$ cat src/rtl/rst_seq_pkg.sv
package rst_seq_pkg;

    typedef enum logic [2:0] {
        ST_WAIT_PIN  = 3'd0,
        ST_WAIT_POR  = 3'd1,
        ST_INIT      = 3'd2,
        ST_FETCH     = 3'd3,
        ST_RUN       = 3'd4
    } seq_state_t;

    // bit 0 = power-on request, bit 1 = pin as full, bit 2 = pin as system
    typedef struct packed {
        logic pin_sys;
        logic pin_full;
        logic por;
    } cause_t;

    localparam int CAUSE_W = $bits(cause_t);
    localparam int BEH_W   = 2;
    localparam logic [BEH_W-1:0] BEH_SYSTEM = 2'b10;
    localparam logic [BEH_W-1:0] BEH_RESET  = 2'b00;

    function automatic logic beh_selects_full(input logic [BEH_W-1:0] beh);
        return beh != BEH_SYSTEM;
    endfunction

endpackage

$ cat src/rtl/rst_pin_filter.sv
module rst_pin_filter #(
    parameter int MIN_CYCLES = 16
) (
    input  logic clk,
    input  logic rst,
    input  logic pin_n,
    output logic pin_hit,
    output logic pin_released
);
    localparam int CW = $clog2(MIN_CYCLES + 1);
    localparam logic [CW-1:0] LAST = CW'(MIN_CYCLES - 1);
    localparam logic [CW-1:0] FULL = CW'(MIN_CYCLES);

    logic          meta_q;
    logic          sync_q;
    logic [CW-1:0] low_cnt_q;

    always_ff @(posedge clk) begin
        if (rst) begin
            meta_q <= 1'b1;
            sync_q <= 1'b1;
        end else begin
            meta_q <= pin_n;
            sync_q <= meta_q;
        end
    end

    always_ff @(posedge clk) begin
        if (rst || sync_q) begin
            low_cnt_q <= '0;
        end else if (low_cnt_q != FULL) begin
            low_cnt_q <= low_cnt_q + 1'b1;
        end
    end

    assign pin_hit      = !sync_q && (low_cnt_q == LAST);
    assign pin_released = sync_q;

endmodule

$ cat src/rtl/rst_seq_fsm.sv
module rst_seq_fsm
    import rst_seq_pkg::*;
(
    input  logic             clk,
    input  logic             rst,
    input  logic             por_req,
    input  logic             pin_hit,
    input  logic             pin_released,
    input  logic [BEH_W-1:0] beh,
    input  logic             init_done,
    input  logic             fetch_done,
    output cause_t           start_cause,
    output logic             start_full,
    output logic             hold_rst,
    output logic             init_req,
    output logic             fetch_req,
    output logic             run
);
    seq_state_t state_q;
    logic       full_q;
    logic       por_q;
    logic       por_rise;
    logic       pin_full;

    assign por_rise = por_req && !por_q;
    assign pin_full = por_req || beh_selects_full(beh);

    always_comb begin
        start_cause = '0;
        start_full  = 1'b0;
        if (por_rise) begin
            start_cause.por = 1'b1;
            start_full      = 1'b1;
        end else if (pin_hit) begin
            start_cause.pin_full = pin_full;
            start_cause.pin_sys  = !pin_full;
            start_full           = pin_full;
        end
    end

    always_ff @(posedge clk) begin
        if (rst) begin
            state_q <= ST_WAIT_PIN;
            full_q  <= 1'b1;
            por_q   <= 1'b0;
        end else begin
            por_q <= por_req;
            if (por_rise || pin_hit) begin
                state_q <= ST_WAIT_PIN;
                full_q  <= start_full;
            end else begin
                unique case (state_q)
                    ST_WAIT_PIN: if (pin_released)
                                     state_q <= full_q ? ST_WAIT_POR : ST_FETCH;
                    ST_WAIT_POR: if (!por_req)   state_q <= ST_INIT;
                    ST_INIT:     if (init_done)  state_q <= ST_FETCH;
                    ST_FETCH:    if (fetch_done) state_q <= ST_RUN;
                    ST_RUN:      state_q <= ST_RUN;
                    default:     state_q <= ST_WAIT_PIN;
                endcase
            end
        end
    end

    assign hold_rst  = (state_q == ST_WAIT_PIN) || (state_q == ST_WAIT_POR);
    assign init_req  = (state_q == ST_INIT);
    assign fetch_req = (state_q == ST_FETCH);
    assign run       = (state_q == ST_RUN);

endmodule

$ cat src/rtl/rst_seq_status.sv
module rst_seq_status
    import rst_seq_pkg::*;
(
    input  logic               clk,
    input  logic               rst,
    input  cause_t             start_cause,
    input  logic               start_full,
    input  logic [CAUSE_W-1:0] cause_clr,
    input  logic               beh_wr,
    input  logic [BEH_W-1:0]   beh_wdata,
    output logic [BEH_W-1:0]   beh_q,
    output logic [CAUSE_W-1:0] cause_q
);
    cause_t cause_r;

    always_ff @(posedge clk) begin
        if (rst) begin
            cause_r     <= '0;
            cause_r.por <= 1'b1;
        end else if (start_cause != '0) begin
            cause_r <= start_cause;
        end else begin
            cause_r <= cause_r & ~cause_t'(cause_clr);
        end
    end

    always_ff @(posedge clk) begin
        if (rst || start_full) begin
            beh_q <= BEH_RESET;
        end else if (beh_wr) begin
            beh_q <= beh_wdata;
        end
    end

    assign cause_q = cause_r;

endmodule

$ cat src/rtl/rst_seq_ctrl.sv
module rst_seq_ctrl
    import rst_seq_pkg::*;
#(
    parameter int MIN_CYCLES = 16
) (
    input  logic               clk,
    input  logic               rst,
    input  logic               ext_rst_n,
    input  logic               por_req,
    input  logic               beh_wr,
    input  logic [BEH_W-1:0]   beh_wdata,
    output logic [BEH_W-1:0]   beh_q,
    input  logic [CAUSE_W-1:0] cause_clr,
    output logic [CAUSE_W-1:0] cause_q,
    output logic               init_req,
    input  logic               init_done,
    output logic               fetch_req,
    input  logic               fetch_done,
    output logic               core_rst,
    output logic               periph_rst,
    output logic               run
);
    logic   pin_hit;
    logic   pin_released;
    logic   hold_rst;
    logic   start_full;
    cause_t start_cause;

    rst_pin_filter #(.MIN_CYCLES(MIN_CYCLES)) filt_i (
        .clk          (clk),
        .rst          (rst),
        .pin_n        (ext_rst_n),
        .pin_hit      (pin_hit),
        .pin_released (pin_released)
    );

    rst_seq_fsm fsm_i (
        .clk          (clk),
        .rst          (rst),
        .por_req      (por_req),
        .pin_hit      (pin_hit),
        .pin_released (pin_released),
        .beh          (beh_q),
        .init_done    (init_done),
        .fetch_done   (fetch_done),
        .start_cause  (start_cause),
        .start_full   (start_full),
        .hold_rst     (hold_rst),
        .init_req     (init_req),
        .fetch_req    (fetch_req),
        .run          (run)
    );

    rst_seq_status stat_i (
        .clk          (clk),
        .rst          (rst),
        .start_cause  (start_cause),
        .start_full   (start_full),
        .cause_clr    (cause_clr),
        .beh_wr       (beh_wr),
        .beh_wdata    (beh_wdata),
        .beh_q        (beh_q),
        .cause_q      (cause_q)
    );

    assign core_rst   = hold_rst;
    assign periph_rst = hold_rst;

endmodule

$ cat config.mk
export PLATFORM = sky130hd
export DESIGN_NAME = rst_seq_ctrl
export DESIGN_NICKNAME = d
export VERILOG_FILES = /design/src/rtl/rst_seq_pkg.sv /design/src/rtl/rst_pin_filter.sv /design/src/rtl/rst_seq_fsm.sv /design/src/rtl/rst_seq_status.sv /design/src/rtl/rst_seq_ctrl.sv
export SDC_FILE = /design/constraint.sdc
export NUM_CORES = 1
export LEC_CHECK = 0
export BUFFER_PORTS_ARGS = -buffer_cell sky130_fd_sc_hd__buf_2
export CAP_MARGIN = 30
export CELL_PAD_IN_SITES_DETAIL_PLACEMENT = 1
export CELL_PAD_IN_SITES_GLOBAL_PLACEMENT = 1
export CORE_AREA = 5 5 54 56
export CTS_CLUSTER_DIAMETER = 50
export CTS_CLUSTER_SIZE = 12
export DETAILED_ROUTE_END_ITERATION = 6
export DIE_AREA = 0 0 59 61
export PLACE_DENSITY_LB_ADDON = 0.1
export SYNTH_ARGS = -nofsm -noshare
export SYNTH_HDL_FRONTEND = slang
export SYNTH_HIERARCHICAL = 1
export SYNTH_SLANG_ARGS = --single-unit
$ cat constraint.sdc
create_clock -name clk -period 2.6 [get_ports clk]
set_input_delay 0.52 -clock clk [delete_from_list [all_inputs] [get_ports clk]]
set_output_delay 0.52 -clock clk [all_outputs]
set_load 0.005 [all_outputs]
After elaboration in Yosys (flattened, before gate mapping)
Index checks and enable logic that the tools add are counted.
{"block": "op_classes", "eq_ne": 11, "bitwise": 2, "n_addsub": 1, "reduce_logical": 14, "muxes": 12}
{"operator": "3-bit 2-to-1 mux", "n": 5}
{"operator": "3-bit case mux with 5 select lines", "n": 1}
{"operator": "3-bit by 2-bit == test with 1-bit output, second input constant", "n": 2}
{"operator": "2-bit 2-to-1 mux", "n": 3}
{"operator": "2-bit != test, second input constant", "n": 3}
{"operator": "5-bit by 1-bit adder with 5-bit output, second input constant", "n": 1}
{"operator": "5-bit by 4-bit == test with 1-bit output, second input constant", "n": 1}
{"operator": "1-bit logical OR", "n": 5}
{"operator": "5-bit != test, second input constant", "n": 1}
{"operator": "2-bit by 1-bit != test with 1-bit output, second input constant", "n": 2}
{"operator": "4-bit AND reduction", "n": 1}
{"operator": "3-bit AND", "n": 1}
{"operator": "3-bit by 1-bit == test with 1-bit output, second input constant", "n": 1}
{"operator": "3-bit == test, second input constant", "n": 1}
{"operator": "1-bit zero test", "n": 3}
{"operator": "3-bit zero test", "n": 1}
{"operator": "1-bit 2-to-1 mux", "n": 3}
{"operator": "3-bit inverter", "n": 1}
{"operator": "3-bit nonzero test", "n": 1}
{"operator": "1-bit logical AND", "n": 2}
{"operator": "2-bit OR reduction", "n": 1}
{"block": "totals", "out_inout_bits": 10, "elab_cells": 50, "in_bits": 12, "register_bits": 17}

Logic depth before layout (Yosys ltp)
Gate-level depths: netlist of run 1.
{"block": "depth", "word_depth": 7, "depth_mapped": 9, "mapped_depth_nobuf": 9}

Modules after synthesis
Netlist of run 1, hierarchy kept.
{"module": "rst_pin_filter", "cells_per_inst": 33, "instances": 1, "area_per_inst_um2": 354.1, "seq_area_each_um2": 140.1}
{"module": "rst_seq_fsm", "cells_per_inst": 37, "instances": 1, "area_per_inst_um2": 300.3, "seq_area_each_um2": 100.1}
{"module": "rst_seq_status", "cells_per_inst": 17, "instances": 1, "area_per_inst_um2": 182.7, "seq_area_each_um2": 100.1}
{"module": "rst_seq_ctrl", "cells_per_inst": 1, "instances": 1, "area_per_inst_um2": 7.5, "seq_area_each_um2": 0.0}

Worst setup path after synthesis of run 1
Ideal clock, no wire load.
{"block": "synth_path", "path_kind": "reg-to-reg", "startpoint": "reg filt_i.low_cnt_q[0]", "endpoint": "reg stat_i.cause_r, in the netlist stat_i/cause_q[2]", "required_ps": 2530, "setup_ps": 70, "n_path_buf": 0, "synth_period_minus_slack_ps": 2003, "stages_incl_launch_ff": 10, "path_slack_ps": 597, "arrival_ps": 1933, "cell_sequence": "dfxtp_1 > ha_1 > and3_2 > ha_1 > nor2b_1 > inv_1 > nor2_1 > o21a_1 > or4b_1 > a21oi_1"}
{"item": "start, declared", "line_no": "rst_pin_filter.sv:16", "text": "logic [CW-1:0] low_cnt_q;"}
{"item": "start signal, assigned", "line_no": "rst_pin_filter.sv:32", "text": "low_cnt_q <= low_cnt_q + 1'b1;"}
{"item": "end signal, assigned", "line_no": "rst_seq_status.sv:21", "text": "cause_r <= start_cause;"}
{"item": "end signal, assigned", "line_no": "rst_seq_status.sv:23", "text": "cause_r <= cause_r & ~cause_t'(cause_clr);"}
{"item": "end, declared", "line_no": "rst_seq_status.sv:14", "text": "cause_t cause_r;"}

==> out/summary.txt, run 1 <==
clock share of power = 30.3%
Worst VDD drop = 296 uV
dominant cell type by area after synthesis = dfxtp_1
sequential element share of the synthesized area = 40.3%
P_sw = 0.113 mW
switching share of power = 24.4%
dpl ws = 0.324 ns
slowest stage delay, CP = 0.42 ns
final hold viol count = 0
DR WL/cell = 12.6 um
layout cells sized above 1 = 32.7%
critical path required time = 2.78 ns
vias per std cell = 5.04
n_diodes = 0
CP max FO = 6
final setup margin = 0.295 ns
first-pass GRT wire length = 3.12 mm
max_cap viols = 0
pin count of the biggest net entering global routing = 17
Leak = 0.416 nW
slowest CP cell = dfxtp_1
worst-skew pair later-pin latency = 0.28 ns
remaining global-route overflow = 0
Mapped Cells = 88
CTS sink cnt = 17
area grow syn2layout = 17.9%
WP data arrival = 2.48 ns
vias in the first global route = 729
sequential share of power = 59.9%
P_int = 0.349 mW
Synth Net Count = 103
crit-path leading delay family = simple AND/OR/NAND/NOR gates
die width = 59 um
H-tree levels = 1
I/O Pins = 22
Min-Delay Path Class = input pin to flip-flop
Startpoint Class = flip-flop
commonest non-fill, non-tap cell in the layout = buf_2
Syn Area/Cell = 9.60 sq um
CTS tree = done
Slew @ Worst Pin = 0.429 ns
Die Ht = 61 um
starting DRC count in detailed routing = 1
Tmin final = 2.30 ns
top cells by area, synth = dfxtp_1, ha_1, nor3b_1
via count = 706
top cell type's share of synthesized area = 40.3%
Resize count post-CTS = 0
status = finished, final reports clean
number of flops mapped to enable cells by yosys = 0
relative slew slack = 71.2%
clock skew = 0.00275 ns
most frequent cells in the layout = buf_2, dfxtp_1, inv_1
predominant post-synthesis flop cell = dfxtp_1
crit path kind = flip-flop to flip-flop
root buffer cell = clkbuf_4
Final Cycle Share = 88.7%
f_max = 434 MHz
# port buffers = 21
async set-reset flop share out of synthesis = 0%
CTS hold repair buffers = 0
Setup crit end kind = flip-flop
Slew Limit Fails = 0
RSZ-0062 raised after global routing = false
clk slew on worst S/H paths = 0.10 ns
Comb pwr share = 9.8%
power density cells = 464 nW/um^2
hold slack final = 0.411 ns
dpl hpwl = 1.39 mm
Distinct cells, synth = 36
CTS buffer count = 3
filler instances = 315
CP bufs+invs = 1
postcts setup bufs = 0
TNS Setup = 0 ns
crit-path cells = ha_1 -> and3_2 -> ha_1 -> nor2b_1 -> inv_1 -> nor3_1 -> nor4b_1 -> or3_1
Initial Utilization = 35.4%
Synth Register Bits = 17
total track usage = 11.3%
endpoints failing setup = 0
DR DRC count = 0
Crit path top cell by count = ha_1
gpl congestion = 0.671
area of the core = 2390 sq um
Final Non-Filler Cells = 140
Ys Warns = 6
Synth Cell Area = 845 sq um
Post-Route WL = 1.76 mm
die area = 3600 sq um
Placed Cells = 136
Max clock buf depth = 2
Cell Rows = 18
fin nets = 126
initial antenna violation count = 0
1st-pass router iterations = 3
Post-DRT Antenna Nets = 0
## power by group through the flow
stage	logic [mW]	clock network, mW	registers, mW
finish	0.0452	0.140	0.277
global route	0.0511	0.160	0.279
CTS	0.0459	0.150	0.277
detailed placement	0.0456	0	0.283
global placement	0.0445	0	0.283
floorplan	0.0291	0	0.279
## synth_stat cells (all sizes together), types with 2 or more instances
cell   instances
nor3           6
mux2           2
or2            3
nor3b          5
or3            2
inv            8
and3           2
dfxtp         17
buf            2
nor2           4
or4b           2
ha             3
mux2i          2
a21oi          6
nor2b          4
nor4           3
and2           2
## registers in the layout, indices dropped and copies added, names as in the netlist
signal,flops
filt_i/meta_q,1
filt_i/pin_released,1
stat_i/cause_q,3
filt_i/low_cnt_q,5
stat_i/beh_q,2
fsm_i/full_q,1
fsm_i/state_q,3
fsm_i/por_q,1
## cell families (layout without fill, tap and decap cells)
logic type,Yosys count,in the layout,share of synthesized area (%)
adders and majority gates,3,3,4.44
muxes,4,4,5.93
and+or+nand+nor,40,40,33.3
xor gates and xnor gates,1,1,1.04
buffers and inverters,11,33,5.78
DFF,17,17,40.3
AOI/OAI and AO/OA,12,12,9.19
## layout make-up
| type | instances | area [sq um] | share of cell area, % |
|---|---|---|---|
| Multi-Input combinational cell | 60 | 455 | 45.7 |
| Sequential cell | 17 | 340 | 34.2 |
| Timing Repair Buffer | 21 | 105 | 10.6 |
| Tap cell | 30 | 37.5 | 3.77 |
| Clock buffer | 3 | 22.5 | 2.26 |
| Inverter | 8 | 30.0 | 3.02 |
| Clock inverter | 1 | 5.00 | 0.503 |
## final timing paths
kind,start,end,slack (ns),depth (start not counted)
worst max register to register,filt_i/low_cnt_q[0]$_SDFFE_PP0P_,stat_i/cause_q[0]$_SDFF_PP1_,0.30,8
worst max-delay path,filt_i/low_cnt_q[0]$_SDFFE_PP0P_,stat_i/cause_q[0]$_SDFF_PP1_,0.30,8
worst min-delay path,ext_rst_n,filt_i/meta_q$_SDFF_PP1_,0.41,2
worst min register to register,filt_i/meta_q$_SDFF_PP1_,filt_i/pin_released$_SDFF_PP1_,0.43,1
## per-stage QoR
stage	cell area, sq um	util, %	total power [mW]
CTS	996	41.7	0.473
finish	996	41.7	0.462
detailed placement	968	40.6	0.329
global placement	968	40.6	0.327
floorplan	845	-	0.308
global route	996	41.7	0.490
## routing by layer
metal	wire, um	track usage (%)	share of wire [%]
met1	809	13.6	46
met3	99	1.91	5.6
met2	837	19.7	47
met5	0	0	0
met4	17	4.85	0.96
Power figures use the tool's default switching activity.
==> run 2: changes to the inputs <==
--- a/config.mk
+++ b/config.mk
@@ -5,16 +5,17 @@
 export SDC_FILE = /design/constraint.sdc
 export NUM_CORES = 1
 export LEC_CHECK = 0
+export ABC_AREA = 1
 export BUFFER_PORTS_ARGS = -buffer_cell sky130_fd_sc_hd__buf_2
 export CAP_MARGIN = 30
 export CELL_PAD_IN_SITES_DETAIL_PLACEMENT = 1
 export CELL_PAD_IN_SITES_GLOBAL_PLACEMENT = 1
-export CORE_AREA = 5 5 54 56
+export CORE_AREA = 5 5 56 58
 export CTS_CLUSTER_DIAMETER = 50
 export CTS_CLUSTER_SIZE = 12
 export DETAILED_ROUTE_END_ITERATION = 6
-export DIE_AREA = 0 0 59 61
-export PLACE_DENSITY_LB_ADDON = 0.1
+export DIE_AREA = 0 0 61 63
+export PLACE_DENSITY = 0.77
 export SYNTH_ARGS = -nofsm -noshare
 export SYNTH_HDL_FRONTEND = slang
 export SYNTH_HIERARCHICAL = 1
==> run 2 against run 1 <==
Net effect:
- synthesized cell count grew 41%
- count of clock-buffer cells in the layout did not move
- fmax grew 38%
- largest cell class unchanged
- clock skew hardly changed
- critical endpoint is now stat_i/beh_q[0]$_SDFFE_PP0P_
- global-route usage decreased by 0.066 points
==> out/summary.txt, run 2 <==
RR Endpoint = stat_i/beh_q[0]$_SDFFE_PP0P_
initial antenna violation count = 0 (unchanged)
CTS buffer count = 3 (unchanged)
Total Power = 0.504 mW (+9.2%)
Startpoint Class = flip-flop
critical path required time = 2.82 ns (+0.04 ns)
I/O Pins = 22 (unchanged)
root buffer cell = clkbuf_4
top cells by area, synth = dfxtp_1, nand2_1, nor2_1
crit path kind = flip-flop to flip-flop
Leak = 0.488 nW (+17%)
Resize count post-CTS = 0 (unchanged)
Design Area, Final = 1020 sq um (+2.9%)
Largest register FFs = 5 (unchanged)
Max clock buf depth = 2 (unchanged)
Mapped Cells = 124 (+41%)
CTS tree = done
f_max = 597 MHz (+38%)
H-tree levels = 1 (unchanged)
worst-skew pair later-pin latency = 0.29 ns (about the same)
Critical Path Start = filt_i/low_cnt_q[0]$_SDFFE_PP0P_
endpoints failing setup = 0 (unchanged)
number of flops mapped to enable cells by yosys = 0 (unchanged)
predominant post-synthesis flop cell = dfxtp_1
die area = 3840 sq um (+6.8%)
via count = 797 (+13%)
first-pass GRT wire length = 3.37 mm (+8.0%)
area of the core = 2620 sq um (+9.5%)
Crit Reg-Reg Startpoint = filt_i/low_cnt_q[0]$_SDFFE_PP0P_
layout cells sized above 1 = 26.5% (-6.2 points)
relative slew slack = 80.7% (+9.5 points)
slowest stage delay, CP = 0.35 ns (-0.07 ns)
Tmin final = 1.68 ns (-0.629 ns)
1st-pass router iterations = 4 (+1)
max_cap viols = 0 (unchanged)
DR WL/cell = 10.4 um (-17%)
Setup crit end kind = flip-flop
Cell Rows = 19 (+1)
Synth Net Count = 139 (+35%)
Worst VDD drop = 238 uV (-19%)
critical path endpoint = stat_i/beh_q[0]$_SDFFE_PP0P_
total track usage = 11.2% (-0.066 points)
clk slew on worst S/H paths = 0.10 ns (about the same)
most frequent cells in the layout = nand2_1, nor2_1, inv_1, buf_2, dfxtp_1
TNS Setup = 0 ns (unchanged)
Initial Utilization = 33.2% (-2.2 points)
RSZ-0062 raised after global routing = false
Ys Warns = 6 (unchanged)
sequential element share of the synthesized area = 39.2% (-1.1 points)
final hold viol count = 0 (unchanged)
Die Ht = 63 um (+3.3%)
list of most frequent post-synthesis cells = nand2_1, nor2_1, inv_1, dfxtp_1, a21oi_1
r2r setup slk = 0.92 ns (+0.63 ns)
Post-DRT Antenna Nets = 0 (unchanged)
Post-Route WL = 1.86 mm (+5.2%)
WP data arrival = 1.90 ns (-0.58 ns)
Distinct cells, synth = 22 (-39%)
fin nets = 163 (+29%)
Biggest register = filt_i/low_cnt_q
Synth Cell Area = 868 sq um (+2.8%)
n_diodes = 0 (unchanged)
slowest CP cell = dfxtp_1
CTS hold repair buffers = 0 (unchanged)
DR DRC count = 0 (unchanged)
Min-Delay Path Class = input pin to flip-flop
gpl congestion = 0.818 (+22%)
Worst Reg-to-Reg Cells = 12 (+4)
clock skew = 0.00256 ns (-0.000190 ns)
Crit path top cell by count = inv_1
starting DRC count in detailed routing = 12 (+11)
dominant cell type by area after synthesis = dfxtp_1
Slew Limit Fails = 0 (unchanged)
Area after DPL = 997 sq um (+3.0%)
async set-reset flop share out of synthesis = 0% (unchanged)
Crit path depth = 12 (+4)
# port buffers = 21 (unchanged)
CP bufs+invs = 3 (+2)
Slew @ Worst Pin = 0.289 ns (-0.140 ns)
top cell type's share of synthesized area = 39.2% (-1.1 points)
crit-path leading delay family = simple AND/OR/NAND/NOR gates
crit-path cells = ha_1 -> nand2_1 -> nor2_1 -> ha_1 -> inv_1 -> nor2_1 -> inv_1 -> o21ai_1 -> nand2_1 -> inv_1 -> or2_1 -> a21oi_1
Synth Register Bits = 17 (unchanged)
area grow syn2layout = 18.0% (about the same)
CTS sink cnt = 17 (unchanged)
vias per std cell = 4.48 (-11%)
vias in the first global route = 857 (+18%)
Final Cycle Share = 64.5% (-24 points)
Syn Area/Cell = 7.00 sq um (-27%)
hold depth = 2 (unchanged)
power density cells = 492 nW/um^2 (+6.2%)
dpl hpwl = 1.60 mm (+15%)
die width = 61 um (+3.4%)
CP max FO = 4 (-2)
postcts setup bufs = 0 (unchanged)
remaining global-route overflow = 0 (unchanged)
status = finished, final reports clean
pin count of the biggest net entering global routing = 11 (-6)
run 2: changes by cell type after synthesis, moves of 3 or more:
cell,delta
nand2_1,+22
nor2_1,+19
inv_1,+13
nor3_1,-6
nand3_1,+5
nor3b_1,-5
inv_2,+3
nand4_1,+3
nor2b_1,-3
run 2: final cells by class:
| cell class | instances | area (sq um) |
|---|---|---|
| sequential | 17 | 340 |
| multi-input combinational | 81 | 423 |
| timing repair buffer | 21 | 105 |
| clock inverter | 1 | 5.00 |
| fill | 346 | 1590 |
| tap | 31 | 38.8 |
| clock buffer | 3 | 22.5 |
| inverter | 24 | 90.1 |
run 2: routing by layer:
| layer | global-route usage (%) | part of all wire, % | up-vias |
|---|---|---|---|
| met4 | 4.88 | 1.1 | 0 |
| met5 | 0 | 0 | - |
| met2 | 20.9 | 54 | 10 |
| li1 | - | - | 424 |
| met1 | 11.6 | 40 | 361 |
| met3 | 1.86 | 4.1 | 2 |
run 2: report_power, final:
part	total [mW]	internal (mW)	switching, mW
combinational	0.0831	0.0345	0.0486
sequential	0.278	0.270	0.00826
clock	0.143	0.0571	0.0856
total	0.504	0.362	0.143
run 2: worst reg2reg max path: cells and delay by family (launching register included):
kind	cells	cell delay, ns
AOI/OAI and AO/OA	2	0.21
and+or+nand+nor	5	0.48
adders and majority gates	2	0.40
DFF	1	0.35
buffers and inverters	3	0.17
run 2: worst min-delay path by stage:
stage / startpoint / endpoint / slack (ns)
6_report: ext_rst_n / filt_i/meta_q$_SDFF_PP1_ / 0.41
5_1_grt: ext_rst_n / filt_i/meta_q$_SDFF_PP1_ / 0.40
4_1_cts: ext_rst_n / filt_i/meta_q$_SDFF_PP1_ / 0.40
3_5_place_dp: filt_i/meta_q$_SDFF_PP1_ / filt_i/pin_released$_SDFF_PP1_ / 0.41
3_3_place_gp: filt_i/meta_q$_SDFF_PP1_ / filt_i/pin_released$_SDFF_PP1_ / 0.40
2_1_floorplan: filt_i/meta_q$_SDFF_PP1_ / filt_i/pin_released$_SDFF_PP1_ / 0.39
run 2: through the flow:
stage          cells  worst slack, ns  hold slack, ns  utilization, %
2_1_floorplan    124             1.10           0.389               -
3_3_place_gp     174             1.03           0.402            38.1
3_5_place_dp     174            0.917           0.407            38.1
4_1_cts          178            0.893           0.404            39.2
5_1_grt          178            0.657           0.397            39.2
6_report         178            0.924           0.410            39.2
run 2: kinds of logic (layout without fill, tap and decap cells):
family                   after synthesis  after routing  share of synthesized area, %
AND/OR/NAND/NOR                       66             66                          36.5
buffers and inverters                 26             49                          12.1
flip-flops                            17             17                          39.2
AO/OA/AOI/OAI                         11             11                          6.92
adder cells (fa/ha/maj)                3              3                          4.32
XOR/XNOR                               1              1                          1.01
